`src/rtl/uirq_pkg.sv`:
```
// Package for the UART interrupt unit: register selector type and the
// bit positions of the cause fields. Assumes a single register port.
package uirq_pkg;

    // Decoded register selected by the current address
    typedef enum logic [2:0] {
        SEL_NONE  = 3'd0,
        SEL_MSET  = 3'd1,
        SEL_MCLR  = 3'd2,
        SEL_MASK  = 3'd3,
        SEL_CAUSE = 3'd4
    } reg_sel_e;

    // Default word addresses of the four registers
    localparam int ADDR_MSET_DEF  = 0;
    localparam int ADDR_MCLR_DEF  = 1;
    localparam int ADDR_MASK_DEF  = 2;
    localparam int ADDR_CAUSE_DEF = 3;

    // Position of the first event bit in the cause register
    localparam int EVT_BASE_DEF = 5;

endpackage

```
`src/rtl/uirq_regdec.sv`:
```
// Address decoder: maps the register word address to a selector.
// Assumes the four register addresses are distinct; others map to SEL_NONE.
module uirq_regdec
    import uirq_pkg::*;
#(
    parameter int ADDR_W  = 4,
    parameter int A_MSET  = ADDR_MSET_DEF,
    parameter int A_MCLR  = ADDR_MCLR_DEF,
    parameter int A_MASK  = ADDR_MASK_DEF,
    parameter int A_CAUSE = ADDR_CAUSE_DEF
) (
    input  logic [ADDR_W-1:0] addr,
    output reg_sel_e          sel
);

    // Compare the address against each register location
    always_comb begin
        if (addr == ADDR_W'(A_MSET))       sel = SEL_MSET;
        else if (addr == ADDR_W'(A_MCLR))  sel = SEL_MCLR;
        else if (addr == ADDR_W'(A_MASK))  sel = SEL_MASK;
        else if (addr == ADDR_W'(A_CAUSE)) sel = SEL_CAUSE;
        else                               sel = SEL_NONE;
    end

endmodule

```
`src/rtl/uirq_mask.sv`:
```
// Interrupt enable mask. It is changed only by set strobes (OR in) and
// clear strobes (AND NOT). Assumes at most one strobe per cycle.
module uirq_mask #(
    parameter int WIDTH = 10
) (
    input  logic             clk,
    input  logic             rst_n,
    input  logic             set_en,
    input  logic             clr_en,
    input  logic [WIDTH-1:0] bits,
    output logic [WIDTH-1:0] mask_q
);

    // Hold the mask; reset clears it
    always_ff @(posedge clk) begin
        if (!rst_n)      mask_q <= '0;
        else if (set_en) mask_q <= mask_q | bits;
        else if (clr_en) mask_q <= mask_q & ~bits;
    end

endmodule

```
`src/rtl/uirq_cause.sv`:
```
// Sticky cause register. The low N_LVL bits copy live levels and the upper
// N_EVT bits capture event pulses. A set beats a write-one-to-clear.
module uirq_cause #(
    parameter int N_LVL = 5,
    parameter int N_EVT = 5,
    localparam int CW   = N_LVL + N_EVT
) (
    input  logic             clk,
    input  logic             rst_n,
    input  logic             clr_en,
    input  logic [CW-1:0]    clr_bits,
    input  logic [N_LVL-1:0] lvl,
    input  logic [N_EVT-1:0] evt,
    output logic [CW-1:0]    cause_q
);

    logic [CW-1:0] set_vec;

    // Gather all set sources into one vector, levels in the low bits
    always_comb set_vec = {evt, lvl};

    for (genvar g = 0; g < CW; g++) begin : g_bit
        // Per-bit sticky flag; set has priority over clear
        always_ff @(posedge clk) begin
            if (!rst_n)                       cause_q[g] <= 1'b0;
            else if (set_vec[g])              cause_q[g] <= 1'b1;
            else if (clr_en && clr_bits[g])   cause_q[g] <= 1'b0;
        end
    end

endmodule

```
`src/rtl/uart_irq_unit.sv`:
```
// UART interrupt status and mask unit (top). It combines the decoder, the
// mask, the cause register, a registered interrupt output and read mux.
// Assumes DATA_W >= N_LVL + N_EVT and one register access per cycle.
module uart_irq_unit
    import uirq_pkg::*;
#(
    parameter int ADDR_W  = 4,
    parameter int DATA_W  = 32,
    parameter int N_LVL   = 5,
    parameter int N_EVT   = 5,
    parameter int A_MSET  = ADDR_MSET_DEF,
    parameter int A_MCLR  = ADDR_MCLR_DEF,
    parameter int A_MASK  = ADDR_MASK_DEF,
    parameter int A_CAUSE = ADDR_CAUSE_DEF
) (
    input  logic              clk,
    input  logic              rst_n,
    input  logic [ADDR_W-1:0] reg_addr,
    input  logic [DATA_W-1:0] reg_wdata,
    input  logic              reg_wr,
    output logic [DATA_W-1:0] reg_rdata,
    input  logic [N_LVL-1:0]  lvl_status,
    input  logic [N_EVT-1:0]  evt_pulse,
    output logic              irq
);

    localparam int CAUSE_W = N_LVL + N_EVT;

    reg_sel_e           sel;
    logic [CAUSE_W-1:0] wbits;
    logic [CAUSE_W-1:0] mask_q;
    logic [CAUSE_W-1:0] cause_q;

    // Only the low cause-width bits of write data are meaningful
    always_comb wbits = reg_wdata[CAUSE_W-1:0];

    if (DATA_W > CAUSE_W) begin : g_hi
        logic unused_wdata_hi;
        always_comb unused_wdata_hi = ^reg_wdata[DATA_W-1:CAUSE_W];
    end

    uirq_regdec #(
        .ADDR_W (ADDR_W),
        .A_MSET (A_MSET),
        .A_MCLR (A_MCLR),
        .A_MASK (A_MASK),
        .A_CAUSE(A_CAUSE)
    ) u_dec (
        .addr(reg_addr),
        .sel (sel)
    );

    uirq_mask #(
        .WIDTH(CAUSE_W)
    ) u_mask (
        .clk   (clk),
        .rst_n (rst_n),
        .set_en(reg_wr && (sel == SEL_MSET)),
        .clr_en(reg_wr && (sel == SEL_MCLR)),
        .bits  (wbits),
        .mask_q(mask_q)
    );

    uirq_cause #(
        .N_LVL(N_LVL),
        .N_EVT(N_EVT)
    ) u_cause (
        .clk     (clk),
        .rst_n   (rst_n),
        .clr_en  (reg_wr && (sel == SEL_CAUSE)),
        .clr_bits(wbits),
        .lvl     (lvl_status),
        .evt     (evt_pulse),
        .cause_q (cause_q)
    );

    // Register the interrupt request from the enabled causes
    always_ff @(posedge clk) begin
        if (!rst_n) irq <= 1'b0;
        else        irq <= |(mask_q & cause_q);
    end

    // Select read data; write-only and unmapped addresses read zero
    always_comb begin
        reg_rdata = '0;
        case (sel)
            SEL_MASK:  reg_rdata[CAUSE_W-1:0] = mask_q;
            SEL_CAUSE: reg_rdata[CAUSE_W-1:0] = cause_q;
            default:   reg_rdata = '0;
        endcase
    end

endmodule

```
`config.mk`:
```
export PLATFORM = sky130hd
export DESIGN_NAME = uart_irq_unit
export DESIGN_NICKNAME = d
export VERILOG_FILES = /design/src/rtl/uirq_pkg.sv /design/src/rtl/uirq_regdec.sv /design/src/rtl/uirq_mask.sv /design/src/rtl/uirq_cause.sv /design/src/rtl/uart_irq_unit.sv
export SDC_FILE = /design/constraint.sdc
export NUM_CORES = 1
export LEC_CHECK = 0
export BUFFER_PORTS_ARGS = -buffer_cell sky130_fd_sc_hd__buf_2
export CORE_ASPECT_RATIO = 0.5
export CORE_MARGIN = 1
export CORE_UTILIZATION = 41
export DETAILED_ROUTE_END_ITERATION = 7
export PLACE_DENSITY = 0.82
export SKIP_CTS_REPAIR_TIMING = 1
export SKIP_LAST_GASP = 1
export SLEW_MARGIN = 30
export SYNTH_ARGS = -nofsm -noshare
export SYNTH_HDL_FRONTEND = slang
export SYNTH_SLANG_ARGS = --single-unit
```
`constraint.sdc`:
```
create_clock -name clk -period 1.78 [get_ports clk]
set_input_delay 0.534 -clock clk [delete_from_list [all_inputs] [get_ports clk]]
set_output_delay 0.534 -clock clk [all_outputs]
set_load 0.03 [all_outputs]
```
## Yosys cells after proc, flatten, opt, wreduce, memory -nomap -nowiden

Index checks and enable logic that the tools add are counted.

- ROM bits: 0
- Memories: 0
- Output and inout port bits: 33
- Input bits: 49
- Memory bits (writable): 0
- Bits in latches: 0
- Bits in registers: 21
- Logic and storage cells: 76

- Shift operators: 0
- Mux-type cells: 27
- Bitwise logic cells: 4
- $lt $le $gt $ge: 0
- $add $sub $neg: 0
- Div/mod/pow operators: 0
- Eq/ne operators: 7
- Reduce and logical (&&, ||, !) cells: 26
- $mul: 0

Operator list:

| kind | number |
|---|---|
| 2-bit nonzero test | 11 |
| 10-bit bitwise AND | 2 |
| 1-bit 2-to-1 mux | 20 |
| 10-bit 2-to-1 mux | 2 |
| 10-bit case mux with 2 select lines | 1 |
| 1-bit logical AND | 13 |
| 3-bit 2-to-1 mux | 4 |
| 10-bit NOT | 1 |
| 10-bit OR | 1 |
| 10-bit OR reduction | 1 |
| 4-bit by 2-bit == test with 1-bit output, second input constant | 2 |
| 3-bit by 2-bit == test with 1-bit output, second input constant | 2 |
| 4-bit by 1-bit == test with 1-bit output, second input constant | 1 |
| 4-bit logical NOT | 1 |
| 3-bit by 1-bit == test with 1-bit output, second input constant | 1 |
| 3-bit == test, second input constant | 1 |

## Depth between registers and ports, before layout

- Word-level depth: 10
- Gate-level depth with buffers: 4
- Mapped depth without buffers: 3

## Modules after synthesis

From an unflattened synthesis, not the netlist that was laid out.

- Cell total of the unflattened synthesis: 137
- Area, all modules: 1222.4 µm²

Modules (own cells, without submodules):

| module | seq. area each (µm²) | area an instance (µm²) | instances | cells each |
|---|---|---|---|---|
| uart_irq_unit | 20.0 | 419.2 | 1 | 48 |
| uirq_mask | 200.2 | 415.4 | 1 | 43 |
| uirq_cause | 200.2 | 355.3 | 1 | 41 |
| uirq_regdec | 0.0 | 32.5 | 1 | 5 |

## Worst setup path after synthesis

No wires, ideal clock.

- Path kind: in2out
- Start: in reg_addr[3]
- End: out reg_rdata[0]
- Slack: -149 ps
- Data arrival time: 1395 ps
- Required time: 1246 ps
- Buffers on the path: 1
- Stages: 4
- Path through: nor2_1 and3_1 clkbuf_1 a22o_1

- Word-level cells in the longest chain between the ends: 7
- Elaborated cells between the ends (all ways): 11
- Classes of those cells: eq/ne (5); mux (5); reduce/logical (1)

Ends and longest elaborated chain:

| item | RTL line | source |
|---|---|---|
| from (decl) | uart_irq_unit.sv:18 | `input logic [ADDR_W-1:0] reg_addr,` |
| 4-bit by 2-bit == test with 1-bit output | uirq_regdec.sv:21 | `else if (addr == ADDR_W'(A_CAUSE)) sel = SEL_CAUSE;` |
| 3-bit 2-to-1 mux | uirq_regdec.sv:21 |  |
| 3-bit 2-to-1 mux | uirq_regdec.sv:20 | `else if (addr == ADDR_W'(A_MASK)) sel = SEL_MASK;` |
| 3-bit 2-to-1 mux | uirq_regdec.sv:19 | `else if (addr == ADDR_W'(A_MCLR)) sel = SEL_MCLR;` |
| 3-bit 2-to-1 mux * | uirq_regdec.sv:18 | `if (addr == ADDR_W'(A_MSET)) sel = SEL_MSET;` |
| 3-bit == test / 3-bit by 2-bit == test with 1-bit output (equally long branches) | uart_irq_unit.sv:86 | `case (sel)` |
| 10-bit case mux with 2 select lines * | uart_irq_unit.sv:86 |  |
| to (decl) | uart_irq_unit.sv:21 | `output logic [DATA_W-1:0] reg_rdata,` |

Every way passes the cells marked *; elsewhere a longest branch is shown, timed or not.

## Worst setup path after layout

- Start: in reg_addr[2]
- End: out reg_rdata[4]

Same word-level chain as after synthesis.

==> results.cfg <==
[synthesis]
synth_area_leader_cell = dfxtp_1
yosys_warnings = 0
yosys-top-cells-area = dfxtp_1 35%, buf_4 14%, a311oi_2 13%, a22o_1 8.8%, o21a_1 6.3%
synth-seq-cells = 21
synth.distinct_cells = 17
yosysSeqAreaShare_pct = 35.1
synth_common_cells = 23 x buf_4, 21 x dfxtp_1, 12 x a22o_1
yosysTopAreaCellShare_pct = 35.1
synth.most_common_cell = buf_4
syn_inst = 124
async_flop_share_pct = 0
synth_edf_count = 0
synth_area_sq_mm = 0.00120
syn_area_per_cell_sq_um = 9.65
synthFlopType = dfxtp_1

[power]
ir_drop_v = 0.000317
p_per_area_mw_per_mm2 = 648
power_leakage_nw = 0.751

[timing]
finalSetupViolCount = 10
finClkSkew_ns = 0.00332
fin_crit_sh_pct = 111
holdWs_ns = 0.481
setup_ws_ns = -0.200
timing.slew.headroom_pct = 63.6
slew_violations = 0
max_freq_mhz = 505
rsz0062_at_grt = true
period_minus_slack_ns = 1.98
hold_viol_final = 0
tightest_slew_ns = 0.545

[cells_and_area]
layoutNonFillerInstCount = 205
nets = 218
antenna_cells = 0
area.growth.synth_to_final_pct = 38.1
fillCellCount = 200
layout-drive-gt1-share_pct = 45.2

[routing]
vias = 1146
dr.max_layer_used = met4
drtIter0Drc = 111
wl_met3_um = 303
viasPerCell = 5.59
m1WireLength_um = 1290
routed_wl_um = 3440
wl_per_cell_um = 16.8
first_pass_iters = 4
wl_met2_um = 1680
drc = 0
postRouteAntennaNets = 0

[grt]
grt_pass1_vias = 875
antenna_found_initial = 0
grt_usage_pct = 17.7
grt_pass1_wl_um = 4150
grt_max_degree = 21
overflow = 0

[placement]
dp_hpwl_um = 2060
place_inst = 201
port_buffers = 37
post-place-ws_ns = -0.259
routabilityCongestion = 0.752

[worst_hold_path]
hold_path.class = input port to flop
min_from = evt_pulse[3]
whs_path_depth = 2
hold_end = u_cause.cause_q[8]$_SDFFE_PN0P_

[clocking]
cts_tree = done
ctsRootBufferMaster = clkbuf_8
clkTransAtPathRegs_ns = 0.08
h-tree-depth = 1
cts.sinks = 21
clock_path_buffers = 2
insertion_delay_ns = 0.26
numCtsBuffers = 3

[setup_path]
critPathMaxStageDelay_ns = 0.34
critPathCaptureType = primary output
critPathRequiredTime_ns = 1.25
r2r_slack_ns = 0.66
crit_type = input port to primary output
r2r_end = irq$_SDFF_PN0_
startpoint_type = input port
critical_path.max_fanout = 6
arrival_ns = 1.45
crit_chain = buf_8 > nor4b_4 > buf_6 > a22o_4 > buf_6
cp_top_family = buffers and inverters
crit_top_cell = buf_6
crit_buf_inv = 3
worst_r2r_path_depth = 3
slowest_stage = nor4b_4

[run_status]
violations = setup timing
status = finished, violations left

[job]
cap_violations = 0

[die]
start_util_pct = 44.6
core-area_sq_mm = 0.00268
die_w_um = 78.4
die_area_sq_mm = 0.00315
pin_count = 82
rows = 13
die_h_um = 40.2
[area by class of cell]
| type | count | area [sq um] | area share, % |
|---|---|---|---|
| multi-input cells | 83 | 721 | 43.6 |
| flip-flops and latches | 21 | 420 | 25.5 |
| repair buffers | 49 | 378 | 22.9 |
| well taps | 37 | 46.3 | 2.80 |
| clock buffers | 4 | 45.0 | 2.73 |
| inverters | 11 | 41.3 | 2.50 |
[how the worst max path moves through the flow]
| stage | start | endpoint | cells past startpoint |
|---|---|---|---|
| after global routing | reg_addr[2] | reg_rdata[1] | 5 |
| final | reg_addr[2] | reg_rdata[4] | 5 |
| after global placement | reg_addr[3] | reg_rdata[4] | 6 |
| after CTS | reg_addr[3] | reg_rdata[4] | 6 |
| after detailed placement | reg_addr[3] | reg_rdata[4] | 6 |
| after floorplan | reg_addr[0] | reg_rdata[0] | 2 |
[worst register-to-register path: stages, from the launching register on]
cell and delay (ns):
dfxtp_1 0.34, a22o_1 0.24, a221oi_1 0.27, a31oi_1 0.14
[routing by layer]
layer	vias to the layer above	GRT usage (%)
met3	19	4.09
li1	512	-
met5	-	0
met1	536	21.9
met4	0	2.78
met2	79	33.6
[layout by cell type (no fill, tap or decap), types with 2 or more instances in the layout]
| master | synthesis | routed |
|---|---|---|
| buf_2 | 2 | 25 |
| conb_1 | 1 | 22 |
| dfxtp_1 | 21 | 21 |
| buf_6 | 0 | 12 |
| inv_1 | 11 | 11 |
| a31oi_1 | 11 | 11 |
| a22o_4 | 0 | 10 |
| o21a_1 | 10 | 10 |
| a21oi_1 | 10 | 10 |
| a311oi_2 | 10 | 10 |
| buf_4 | 23 | 9 |
| clkbuf_8 | 0 | 3 |
| nor4b_4 | 1 | 2 |
| a22o_1 | 12 | 2 |
| a221oi_1 | 2 | 2 |
| buf_8 | 0 | 2 |
[through the flow]
stage          instance area, sq um  power [W]  TNS (ns)  utilization, %
3_5_place_dp                   1430   0.000737     -2.45            53.2
5_1_grt                        1650    0.00111     -2.21            61.5
4_1_cts                        1470    0.00104     -2.51            54.9
6_report                       1650    0.00107     -1.96            61.5
3_3_place_gp                   1430   0.000730     -2.08            53.2
2_1_floorplan                  1290   0.000695    -0.474               -
[report_power, final]
group	leakage, nW	internal [W]	switching (W)
Clock	0.0228	0.000159	0.000151
Combinational	0.556	0.0000858	0.000159
Sequential	0.173	0.000492	0.0000222
[cell families after synthesis]
kind of cell | after synthesis | synth area share [%]
buf+inv | 41 | 20.3
flops | 21 | 35.1
other cells | 1 | 0.314
compound gates | 56 | 39.6
simple gates | 5 | 4.60
Power figures use the tool's default switching activity.
